`src/rtl/ledsr_pkg.sv`:
```
package ledsr_pkg;

    localparam int SEQ_LEN = 5;

    // oldest sample in the MSB, newest in the LSB
    localparam logic [SEQ_LEN-1:0] OE_PATTERN = 5'b10101;
    localparam logic [SEQ_LEN-1:0] LE_ENTER   = 5'b00010;
    localparam logic [SEQ_LEN-1:0] LE_LEAVE   = 5'b00000;

    localparam logic [1:0] FLT_NONE  = 2'b00;
    localparam logic [1:0] FLT_OPEN  = 2'b01;
    localparam logic [1:0] FLT_GND   = 2'b10;
    localparam logic [1:0] FLT_SUPPLY = 2'b11;

    typedef enum logic {
        MODE_RUN  = 1'b0,
        MODE_DIAG = 1'b1
    } mode_e;

    typedef struct packed {
        logic [SEQ_LEN-1:0] oe_hist;
        logic [SEQ_LEN-1:0] le_hist;
        mode_e              mode;
    } seq_state_t;

endpackage

```
`src/rtl/ledsr_health.sv`:
```
module ledsr_health
    import ledsr_pkg::*;
#(
    parameter int N_CH = 16
) (
    input  logic [2*N_CH-1:0] flt_code,
    output logic [N_CH-1:0]   healthy
);

    // one comparator per channel: pass only when the code reads no fault
    for (genvar ch = 0; ch < N_CH; ch++) begin : g_chan
        assign healthy[ch] = (flt_code[2*ch +: 2] == FLT_NONE);
    end

endmodule

```
`src/rtl/ledsr_shift.sv`:
```
module ledsr_shift #(
    parameter int N_CH = 16
) (
    input  logic            clk,
    input  logic            rst_n,
    input  logic            ser_in,
    input  logic            load_en,
    input  logic [N_CH-1:0] load_val,
    output logic [N_CH-1:0] shift_d,
    output logic [N_CH-1:0] shift_q
);

    always_comb begin
        if (load_en) begin
            shift_d = load_val;
        end else begin
            shift_d = {shift_q[N_CH-2:0], ser_in};
        end
    end

    always_ff @(posedge clk or negedge rst_n) begin
        if (!rst_n) begin
            shift_q <= '0;
        end else begin
            shift_q <= shift_d;
        end
    end

endmodule

```
`src/rtl/ledsr_store.sv`:
```
module ledsr_store #(
    parameter int N_CH = 16
) (
    input  logic            clk,
    input  logic            rst_n,
    input  logic            latch_en,
    input  logic [N_CH-1:0] data_in,
    output logic [N_CH-1:0] store_q
);

    logic [N_CH-1:0] store_d;

    always_comb begin
        store_d = store_q;
        if (latch_en) begin
            store_d = data_in;
        end
    end

    always_ff @(posedge clk or negedge rst_n) begin
        if (!rst_n) begin
            store_q <= '0;
        end else begin
            store_q <= store_d;
        end
    end

endmodule

```
`src/rtl/ledsr_mode.sv`:
```
module ledsr_mode
    import ledsr_pkg::*;
(
    input  logic clk,
    input  logic rst_n,
    input  logic latch_en,
    input  logic oe_n,
    output logic diag,
    output logic capture
);

    seq_state_t st_d;
    seq_state_t st_q;

    always_comb begin
        st_d         = st_q;
        st_d.oe_hist = {st_q.oe_hist[SEQ_LEN-2:0], oe_n};
        st_d.le_hist = {st_q.le_hist[SEQ_LEN-2:0], latch_en};

        if (st_d.oe_hist == OE_PATTERN) begin
            if (st_q.mode == MODE_RUN && st_d.le_hist == LE_ENTER) begin
                st_d.mode = MODE_DIAG;
            end else if (st_q.mode == MODE_DIAG && st_d.le_hist == LE_LEAVE) begin
                st_d.mode = MODE_RUN;
            end
        end
    end

    always_ff @(posedge clk or negedge rst_n) begin
        if (!rst_n) begin
            st_q <= '{oe_hist: '0, le_hist: '0, mode: MODE_RUN};
        end else begin
            st_q <= st_d;
        end
    end

    assign diag    = (st_q.mode == MODE_DIAG);
    // first low sample after a high one, only in diagnostic mode
    assign capture = diag && !oe_n && st_q.oe_hist[0];

endmodule

```
`src/rtl/ledsr_core.sv`:
```
module ledsr_core #(
    parameter int N_CH = 16
) (
    input  logic              clk,
    input  logic              rst_n,
    input  logic              ser_in,
    input  logic              latch_en,
    input  logic              oe_n,
    input  logic [2*N_CH-1:0] flt_code,
    output logic              ser_out,
    output logic [N_CH-1:0]   chan_on,
    output logic              diag_mode
);

    logic [N_CH-1:0] healthy;
    logic [N_CH-1:0] shift_d;
    logic [N_CH-1:0] shift_q;
    logic [N_CH-1:0] store_q;
    logic            capture;

    ledsr_health #(.N_CH(N_CH)) i_health (
        .flt_code (flt_code),
        .healthy  (healthy)
    );

    ledsr_mode i_mode (
        .clk      (clk),
        .rst_n    (rst_n),
        .latch_en (latch_en),
        .oe_n     (oe_n),
        .diag     (diag_mode),
        .capture  (capture)
    );

    ledsr_shift #(.N_CH(N_CH)) i_shift (
        .clk      (clk),
        .rst_n    (rst_n),
        .ser_in   (ser_in),
        .load_en  (capture),
        .load_val (healthy),
        .shift_d  (shift_d),
        .shift_q  (shift_q)
    );

    ledsr_store #(.N_CH(N_CH)) i_store (
        .clk      (clk),
        .rst_n    (rst_n),
        .latch_en (latch_en),
        .data_in  (shift_d),
        .store_q  (store_q)
    );

    assign ser_out = shift_q[N_CH-1];
    assign chan_on = oe_n ? '0 : store_q;

endmodule

```
`config.mk`:
```
export PLATFORM = sky130hd
export DESIGN_NAME = ledsr_core
export DESIGN_NICKNAME = d
export VERILOG_FILES = /design/src/rtl/ledsr_pkg.sv /design/src/rtl/ledsr_health.sv /design/src/rtl/ledsr_shift.sv /design/src/rtl/ledsr_store.sv /design/src/rtl/ledsr_mode.sv /design/src/rtl/ledsr_core.sv
export SDC_FILE = /design/constraint.sdc
export NUM_CORES = 1
export LEC_CHECK = 0
export ABC_AREA = 1
export BUFFER_PORTS_ARGS = -buffer_cell sky130_fd_sc_hd__buf_2
export CAP_MARGIN = 5
export CORE_UTILIZATION = 43
export DETAILED_ROUTE_END_ITERATION = 6
export PLACE_DENSITY = 0.69
export RECOVER_POWER = 50
export SYNTH_ARGS = -nofsm -noshare
export SYNTH_HDL_FRONTEND = slang
export SYNTH_HIERARCHICAL = 1
export SYNTH_SLANG_ARGS = --single-unit
```
`constraint.sdc`:
```
create_clock -name clk -period 1.8 [get_ports clk]
set_input_delay 0.09 -clock clk [delete_from_list [all_inputs] [get_ports clk]]
set_output_delay 0.09 -clock clk [all_outputs]
set_load 0.05 [all_outputs]
```
After elaboration in Yosys (flattened, before gate mapping)
Cells that the tools add are included.
{"block": "op_classes", "eq_ne": 2, "n_mux": 4, "bitwise": 1, "reduce_logical": 24}
{"operator": "$logic_not A2 Y1", "n": 16}
{"operator": "$mux W16", "n": 2}
{"operator": "$eq A5 B2 Y1 const B", "n": 1}
{"operator": "$eq A5 B5 Y1 const B", "n": 1}
{"operator": "$logic_not A5 Y1", "n": 1}
{"operator": "$logic_and A1 B1 Y1", "n": 4}
{"operator": "$mux W1", "n": 2}
{"operator": "$reduce_and A2 Y1", "n": 1}
{"operator": "$reduce_bool A2 Y1", "n": 1}
{"operator": "$logic_not A1 Y1", "n": 1}
{"operator": "$not A1 Y1", "n": 1}
{"block": "totals", "ff_bits": 41, "in_bits": 37, "out_inout_bits": 18, "elab_cells": 36}

Longest topological paths before layout
Gate-level depths: netlist (run 1).
{"block": "depth", "depth_word": 4, "depth_mapped": 9, "ltp_nobuf": 7}

Cells and area by module
The synthesis (run 1) kept the hierarchy.
{"mod": "ledsr_shift", "n_inst": 1, "cells_each": 68, "area_each_um2": 644.4, "seq_area_each_um2": 400.4}
{"mod": "ledsr_store", "n_inst": 1, "cells_each": 68, "area_each_um2": 644.4, "seq_area_each_um2": 400.4}
{"mod": "ledsr_mode", "n_inst": 1, "cells_each": 23, "area_each_um2": 285.3, "seq_area_each_um2": 225.2}
{"mod": "ledsr_core", "n_inst": 1, "cells_each": 34, "area_each_um2": 153.9, "seq_area_each_um2": 0.0}
{"mod": "ledsr_health", "n_inst": 1, "cells_each": 16, "area_each_um2": 60.1, "seq_area_each_um2": 0.0}

Worst setup path after synthesis (run 1)
No wires, ideal clock.
{"block": "synth_timing", "kind": "reg2reg", "startpoint": "register i_mode.st_q (netlist bit i_mode/diag)", "endpoint": "register i_store.store_q[7]", "setup_time_ns": 0.116, "arrival_ns": 1.339, "required_ns": 1.684, "slack_ns": 0.344, "path_stages_with_launch": 10, "n_path_buf": 2, "synth_period_minus_slack_ns": 1.456, "path_cell_list": "dfrtp_1 -> nand2_1 -> nor2_1 -> buf_6 -> inv_6 -> buf_12 -> nand2_1 -> nand2_1 -> nand2_1 -> nand2_1"}
{"block": "synth_between", "elab_chain_cells": 3}
{"element": "start: declaration", "line_no": "ledsr_mode.sv:13", "text": "seq_state_t st_q;"}
{"element": "start signal: assignment", "line_no": "ledsr_mode.sv:31", "text": "st_q <= '{oe_hist: '0, le_hist: '0, mode: MODE_RUN};"}
{"element": "start signal: assignment", "line_no": "ledsr_mode.sv:33", "text": "st_q <= st_d;"}
{"element": "$logic_and A1 B1 Y1 (2 in a row)", "line_no": "ledsr_mode.sv:39", "text": "assign capture = diag && !oe_n && st_q.oe_hist[0];"}
{"element": "via capture", "line_no": "ledsr_core.sv:19", "text": "logic capture;"}
{"element": "$mux W16", "line_no": "ledsr_shift.sv:14", "text": "if (load_en) begin"}
{"element": "via shift_d[7]", "line_no": "ledsr_core.sv:16", "text": "logic [N_CH-1:0] shift_d;"}
{"element": "end signal: assignment", "line_no": "ledsr_store.sv:24", "text": "store_q <= store_d;"}
{"element": "end: declaration", "line_no": "ledsr_store.sv:8", "text": "output logic [N_CH-1:0] store_q"}
The timed path passes the listed nets, and every way through them passes these cells.
A chain may end at the register's enable or synchronous reset.

Worst setup path after layout (run 1)
{"block": "layout_timing", "startpoint": "register i_mode.st_q (netlist bit i_mode/diag)", "endpoint": "register i_store.store_q[6]"}
The elaborated chain is that of the path after synthesis.

==> results by group, run 1 <==
Run status
  – Status: completed

Route
  – Total wire length: approximately 3.3 mm
  – First DRT Iteration DRCs: 54
  – DRC: 0
  – ANT nets after route: 0
  – DR vias/cell: 4.38
  – Vias: 1388
  – Wire per inst: 10.5 um
  – DRT Pass-1 Iters: 4

Worst setup path
  – Crit Path Class: reg -> reg
  – Reg-to-reg endpoint: i_store/store_q[6]
  – Max FO, Critical Path: 11
  – Largest stage delay, worst path: 0.42 ns
  – CP max-delay cell: nor2_2
  – CP required: 2.02 ns
  – Crit path DAT: 1.73 ns
  – Critical R2R Launch: i_mode/diag
  – Sequence of cells on the critical path: nand2_1, nor2_2, buf_4, nand2_1, nand2_1, nand2_1, nand2_1
  – Reg2reg path depth: 7
  – Cell mode on critical path: nand2_1
  – Flop2flop setup slack: 0.29 ns
  – Endpoint class of the critical path: flip-flop
  – Startpoint types: flip-flop
  – Worst setup startpoint: i_mode/diag
  – CP Capture Point: i_store/store_q[6]

Final layout
  – Final Util: 0.529
  – Final non-filler cell area: around 2100 sq um
  – P&R area growth vs syn: 18.3%
  – Share of cells above drive strength 1: 0.285
  – Diodes inserted: 0
  – Final #Nets: about 300

STA
  – RSZ-0062 raised after global routing: no
  – Slew Limit Headroom: 0.332
  – Final hold violations: 0
  – Clock skew: between 0.004 and 0.005 ns
  – Slew Limit Fails: 0
  – Setup TNS Final: 0 ns
  – Finish-stage setup viols: 0
  – Min Clock Period, post-route: 1.51 ns
  – Worst-Margin Slew: 1.00 ns
  – Achievable Freq: 0.662 GHz
  – Tcrit/Tclk final: 0.839

CTS
  – CTS buffer count: 5
  – Clk_lat worst skew: 0.28 ns
  – Root buffer cell: clkbuf_8
  – Clock Path Buffers: 2
  – Sink Count: 41
  – CTS tree: done
  – Setup Fix Bufs, Post-CTS: 0
  – Worst-path clk slew: 0.07 ns
  – H-tree levels: 2

Placement
  – PortBufs: 54
  – Cell area after placement: 2030 sq um
  – Final HPWL from detailed placement: ~2.3 mm
  – RePlAce Congestion: 0.748

Yosys
  – Compound-Gate Fraction of Synth Area: 0
  – Mean Syn Cell Area: between 8 and 9 sq um
  – #FFs+latches synth: roughly 40
  – Post-Synth Simple-Gate Area: 0.316
  – Post-Syn Nets: 246
  – Largest family of logic cells by synthesized area: simple AND/OR/NAND/NOR gates
  – Cell Area, Synth: 1790 sq um
  – Netlist cell types: 12
  – Post-synthesis sequential area ratio: 0.574
  – XOR/XNOR Fraction of Synth Area: 0
  – Mux cell area share after synthesis: 0
  – Synth Area in Adders: 0
  – Synth warn: 6
  – Mapped Cells: 209

Floorplan
  – Top-Level Pins: 55
  – Initial Util: 0.447
  – Die height: approximately 66 um
  – Die area: 4420 sq um
  – Row Count: 23
  – Die width: between 60 and 70 um
  – Core Region: 4000 sq um

Job
  – Max Cap Viol: 0

Pwr
  – P_leak: 1.22 nW
  – Total Power: between 0.0015 and 0.002 W
  – Pwr dens: 883 nW/um^2
  – Max rail drop VDD: roughly 0.00059 V

Global route
  – Gr usage total: 0.170
  – Vias in the first global route: ~1.2k
  – Largest net degree at the start of global routing: 42
  – Global-route wire length before repair: 5.44 mm
  – Initial antenna violation count: 0
  – Total global routing overflow: 0

Worst hold path
  – Hold path cells: 3
  – HP Class: in -> reg
[worst max-delay path, delay by kind of cell (launching register included)]
kind                   cells  cell delay (ns)
flip-flops                 1             0.38
buffers and inverters      1             0.25
AND/OR/NAND/NOR            6             0.82
[registers in the layout, indices dropped and copies added, names as in the netlist]
signal,cells
i_shift/shift_q,16
i_store/store_q,16
i_mode/st_d,8
i_mode/diag,1
[layout by cell type (no fill, tap or decap)]
cell            n
buf_2          53
dlygate4sd3_1   1
buf_4           1
nor2_2          4
nor2_1         32
clkbuf_2        1
clkbuf_1        5
nand3_1         2
nand2_2        10
inv_1          18
nand2_1        91
inv_6           2
clkbuf_8        5
dfrtp_1        41
and2_1          1
[where the power goes]
part | switching, W | internal [W] | leakage (nW) | total (W)
Clock | 0.000277 | 0.000275 | 0.0395 | 0.000552
Combinational | 0.000211 | 0.0000906 | 0.687 | 0.000302
Sequential | 0.0000292 | 0.000983 | 0.489 | 0.00101
Total | 0.000517 | 0.00135 | 1.22 | 0.00187
[synthesized netlist by cell type]
cell,n,area [sq um]
nand2_1,91,342
dfrtp_1,41,1030
nor2_1,32,120
inv_1,18,67.6
nand2_2,10,62.6
buf_6,5,56.3
nor2_2,4,25.0
buf_12,2,40.0
inv_6,2,17.5
nand3_1,2,10.0
and2_1,1,6.26
buf_8,1,15.0
[per-layer routing]
metal	global-route usage	vias up	part of all wire
met5	0	-	0
met4	0.0691	0	0.0081
met3	0.0497	2	0.035
met2	0.287	24	0.50
met1	0.201	644	0.46
li1	-	718	-
[worst min path at each step]
stage	start	endpoint	slack, ns
after floorplan	rst_n	i_mode/diag	-0.21
after detailed placement	rst_n	i_shift/shift_q[15]	0.18
final	ser_in	i_shift/shift_q[0]	0.05
after global routing	ser_in	i_shift/shift_q[0]	0.04
after global placement	rst_n	i_shift/shift_q[15]	0.17
after CTS	ser_in	i_shift/shift_q[0]	0.03
[area by class of cell]
cell class	count	area (sq um)
Timing Repair Buffer	58	295
Inverter	20	85.1
Tap cell	50	62.6
Sequential cell	41	1030
Clock buffer	8	80.1
Multi-Input combinational cell	140	566
Fill cell	397	1890
[repair_timing]
item	4_1_cts	5_1_grt
setup endpoints to repair	0	16
gates resized for setup	0	1
hold buffers	1	0
hold endpoints to repair	41	0
[per-stage QoR]
step	cells	hold WS [ns]	worst slack, ns
finish	317	0.0484	0.290
CTS	317	0.0311	0.0569
global route	317	0.0422	0.131
global placement	308	0.175	0.141
detailed placement	308	0.179	0.0822
floorplan	209	-0.206	0.344
[kinds of logic after synthesis]
kind of cell,count (synthesis)
buffers and inverters,28
flip-flops,41
AND/OR/NAND/NOR,140
Power figures use the tool's default switching activity.
==> run 2: changes to the inputs <==
- ABC_AREA: 1 -> 0
- PLACE_DENSITY: 0.69 -> 0.72
- clock period: 1.8 -> 1.3 ns (I/O delays scaled with it)
==> results by group, run 2 <==
STA
  – RSZ-0062 raised after global routing: yes (was no)
  – Final hold violations: 0 (unchanged)
  – Clock skew: 0.00396 ns (was 0.00489 ns)
  – Setup TNS Final: -2.19 ns (was 0 ns)
  – Slew Limit Headroom: 0.477 (was 0.332)
  – Achievable Freq: 0.690 GHz (was 0.662 GHz)
  – Min Clock Period, post-route: 1.45 ns (was 1.51 ns)
  – Slew Limit Fails: 0 (unchanged)
  – Final worst slack: -0.150 ns (was 0.290 ns)
  – Finish-stage setup viols: 17 (was 0)
  – Worst Hold Slack: 0.0272 ns (was 0.0484 ns)
  – Worst-Margin Slew: 0.785 ns (was 1.00 ns)
  – Tcrit/Tclk final: 1.12 (was 0.839)

Yosys
  – Synth Flop Type: dfrtp_1 (unchanged)
  – XOR/XNOR Fraction of Synth Area: 0 (unchanged)
  – Top-area cell type share of the netlist area: 0.579 (was 0.574)
  – Cell Area, Synth: 1770 sq um (was 1790 sq um)
  – Area contributors post-synth: dfrtp_1 (58%), mux2_4 (17%), mux2_2 (7.6%) (was dfrtp_1 (57%), nand2_1 (19%), nor2_1 (6.7%))
  – Synth Area in Adders: 0 (unchanged)
  – Netlist cell types: 14 (was 12)
  – Post-Syn Nets: 153 (was 246)
  – Synth warn: 6 (unchanged)
  – Mux cell area share after synthesis: 0.252 (was 0)
  – #FFs+latches synth: 41 (unchanged)
  – Largest family of logic cells by synthesized area: multiplexers (was simple AND/OR/NAND/NOR gates)
  – Mapped Cells: 116 (was 209)
  – Post-synthesis sequential area ratio: 0.579 (was 0.574)
  – EDFF count, synth: 0 (unchanged)
  – Compound-Gate Fraction of Synth Area: 0 (unchanged)
  – Fraction of registers with async set/reset: 1.00 (unchanged)
  – Most frequent cells after synthesis: dfrtp_1 (41), mux2_4 (20), nor2_1 (17) (was nand2_1 (91), dfrtp_1 (41), nor2_1 (32))
  – Post-Synth Simple-Gate Area: 0.128 (was 0.316)
  – Leading area contributor after synthesis: dfrtp_1 (unchanged)
  – Mean Syn Cell Area: 15.3 sq um (was 8.55 sq um)
  – Most common cell in the netlist: dfrtp_1 (was nand2_1)

Global route
  – Vias in the first global route: 1155 (was 1233)
  – Global-route wire length before repair: 5.44 mm (unchanged)
  – Most crowded layer after global routing: met2 (unchanged)
  – Met1 usage: 0.222 (was 0.201)
  – Initial antenna violation count: 0 (unchanged)
  – M2 GR Usage: 0.278 (was 0.287)
  – Largest net degree at the start of global routing: 42 (unchanged)
  – Gr usage total: 0.174 (was 0.170)
  – Total global routing overflow: 0 (unchanged)
  – Met3 GRT Util: 0.0448 (was 0.0497)

CTS
  – CTS tree: done (unchanged)
  – H-tree levels: 2 (unchanged)
  – Sink Count: 41 (unchanged)
  – Worst-path clk slew: 0.07 ns (about the same)
  – CTS buffer count: 5 (unchanged)
  – Clock Path Buffers: 2 (unchanged)
  – Clk_lat worst skew: 0.28 ns (about the same)
  – Root buffer cell: clkbuf_8 (unchanged)

Floorplan
  – Die height: 66.2 um (was 66.5 um)
  – Core Region: 3800 sq um (was 4000 sq um)
  – Die width: 66.2 um (was 66.5 um)
  – Top-Level Pins: 55 (unchanged)
  – Initial Util: 0.467 (was 0.447)
  – Row Count: 22 (was 23)
  – Die area: 4380 sq um (was 4420 sq um)

Worst setup path
  – Startpoint types: flip-flop (unchanged)
  – Reg-to-reg endpoint: i_mode/diag (was i_store/store_q[6])
  – Max FO, Critical Path: 2 (was 11)
  – Crit path DAT: 1.62 ns (was 1.73 ns)
  – CP required: 1.47 ns (was 2.02 ns)
  – Critical R2R Launch: i_mode/st_d[7] (was i_mode/diag)
  – Flop2flop setup slack: -0.15 ns (was 0.29 ns)
  – Reg2reg path depth: 5 (was 7)
  – Endpoint class of the critical path: flip-flop (unchanged)
  – Crit Path Class: reg -> reg (unchanged)
  – Worst setup startpoint: i_mode/st_d[7] (was i_mode/diag)

Job
  – Max Cap Viol: 0 (unchanged)

Final layout
  – Fill count: 314 (was 397)
  – Final #Nets: 225 (was 303)
  – P&R area growth vs syn: 32.0% (was 18.3%)
  – Most common cell after layout, fill and taps aside: buf_2 (was nand2_1)
  – Final non-filler cell area: 2340 sq um (was 2110 sq um)
  – Final Util: 0.616 (was 0.529)
  – Commonest non-fill, non-tap cells in the layout: buf_2 (54), dfrtp_1 (40), mux2_4 (33) (was nand2_1 (91), buf_2 (53), dfrtp_1 (41))
  – Diodes inserted: 0 (unchanged)
  – Share of cells above drive strength 1: 0.656 (was 0.285)

Run status
  – Status: finished with violations (was completed)
  – Violated checks: negative setup slack

Pwr
  – P_leak: 1.19 nW (was 1.22 nW)
  – Max rail drop VDD: 0.000906 V (was 0.000589 V)
  – Pwr dens: 1190 nW/um^2 (was 883 nW/um^2)

Placement
  – Cell area after placement: 2100 sq um (was 2030 sq um)
  – PortBufs: 54 (unchanged)
  – RePlAce Congestion: 0.677 (was 0.748)
  – Post-Place Setup Slack: -0.172 ns (was 0.0822 ns)
  – Final HPWL from detailed placement: 2.21 mm (was 2.34 mm)

Route
  – Total wire length: 3.42 mm (was 3.33 mm)
  – DRC: 0 (unchanged)
  – Vias: 1107 (was 1388)
  – Wire per inst: 14.4 um (was 10.5 um)
  – First DRT Iteration DRCs: 11 (was 54)
  – ANT nets after route: 0 (unchanged)
  – DR vias/cell: 4.67 (was 4.38)
  – DRT Pass-1 Iters: 4 (unchanged)

Worst hold path
  – Hold Startpoint: ser_in (unchanged)
  – Worst hold endpoint: i_shift/shift_q[0] (unchanged)
  – HP Class: in -> reg (unchanged)
  – Hold path cells: 2 (was 3)
## run 2: cell count changes after synthesis, sizes merged, moves of 3 or more
| cell | change |
|---|---|
| buf | -3 |
| mux2 | +33 |
| inv | -20 |
| and2b | +6 |
| nor2 | -19 |
| nand2 | -100 |
| nor2b | +10 |
## run 2: how the worst max path moves through the flow
stage                              end  cells after the start
global route               i_mode/diag                      5
global placement    i_store/store_q[1]                      5
CTS                 i_store/store_q[7]                      5
finish                     i_mode/diag                      5
detailed placement  i_store/store_q[2]                      5
floorplan           i_store/store_q[3]                      6
## run 2: layer usage
metal | vias up | wire length [um] | part of all wire
met5 | - | 0 | 0
met4 | 0 | 26 | 0.0076
met3 | 2 | 192 | 0.056
met2 | 45 | 1600 | 0.47
met1 | 534 | 1590 | 0.47
li1 | 526 | - | -
## run 2: repair_timing
item                                    CTS  global route
endpoints found under the hold margin    41             0
cloned                                    1             0
resized for setup                        20             7
endpoints found under the setup margin   17            21
pin swaps                                 3             3
setup buffers                             3             3
hold buffers                              1             0
## run 2: final cells by class
cell class / instances / area [sq um] / share of cell area
Sequential cell: 41 / 1030 / 0.439
Multi-Input combinational cell: 70 / 741 / 0.316
Timing Repair Buffer: 70 / 423 / 0.181
Clock buffer: 8 / 90.1 / 0.0385
Tap cell: 48 / 60.1 / 0.0257
## run 2: where the power goes
group	leakage (nW)	internal, W	switching [W]
Sequential	0.479	0.00137	0.0000477
Combinational	0.667	0.000256	0.000294
Clock	0.0455	0.000432	0.000392
## run 2: through the flow
step | power [W] | std cells
2_1_floorplan | 0.00178 | 116
3_3_place_gp | 0.00192 | 222
3_5_place_dp | 0.00194 | 222
4_1_cts | 0.00282 | 235
5_1_grt | 0.00292 | 237
6_report | 0.00279 | 237
## run 2: logic make-up (layout without fill, tap and decap cells)
group | count (synthesis) | after routing
flops | 41 | 41
simple gates | 37 | 37
mux | 33 | 33
buf+inv | 5 | 78
## run 2: worst max-delay path, cell delays in order, from the launching register on
cell	delay, ns
dfrtp_1	0.40
buf_4	0.14
buf_6	0.11
nor4b_4	0.20
nand4_1	0.17
mux2_4	0.33
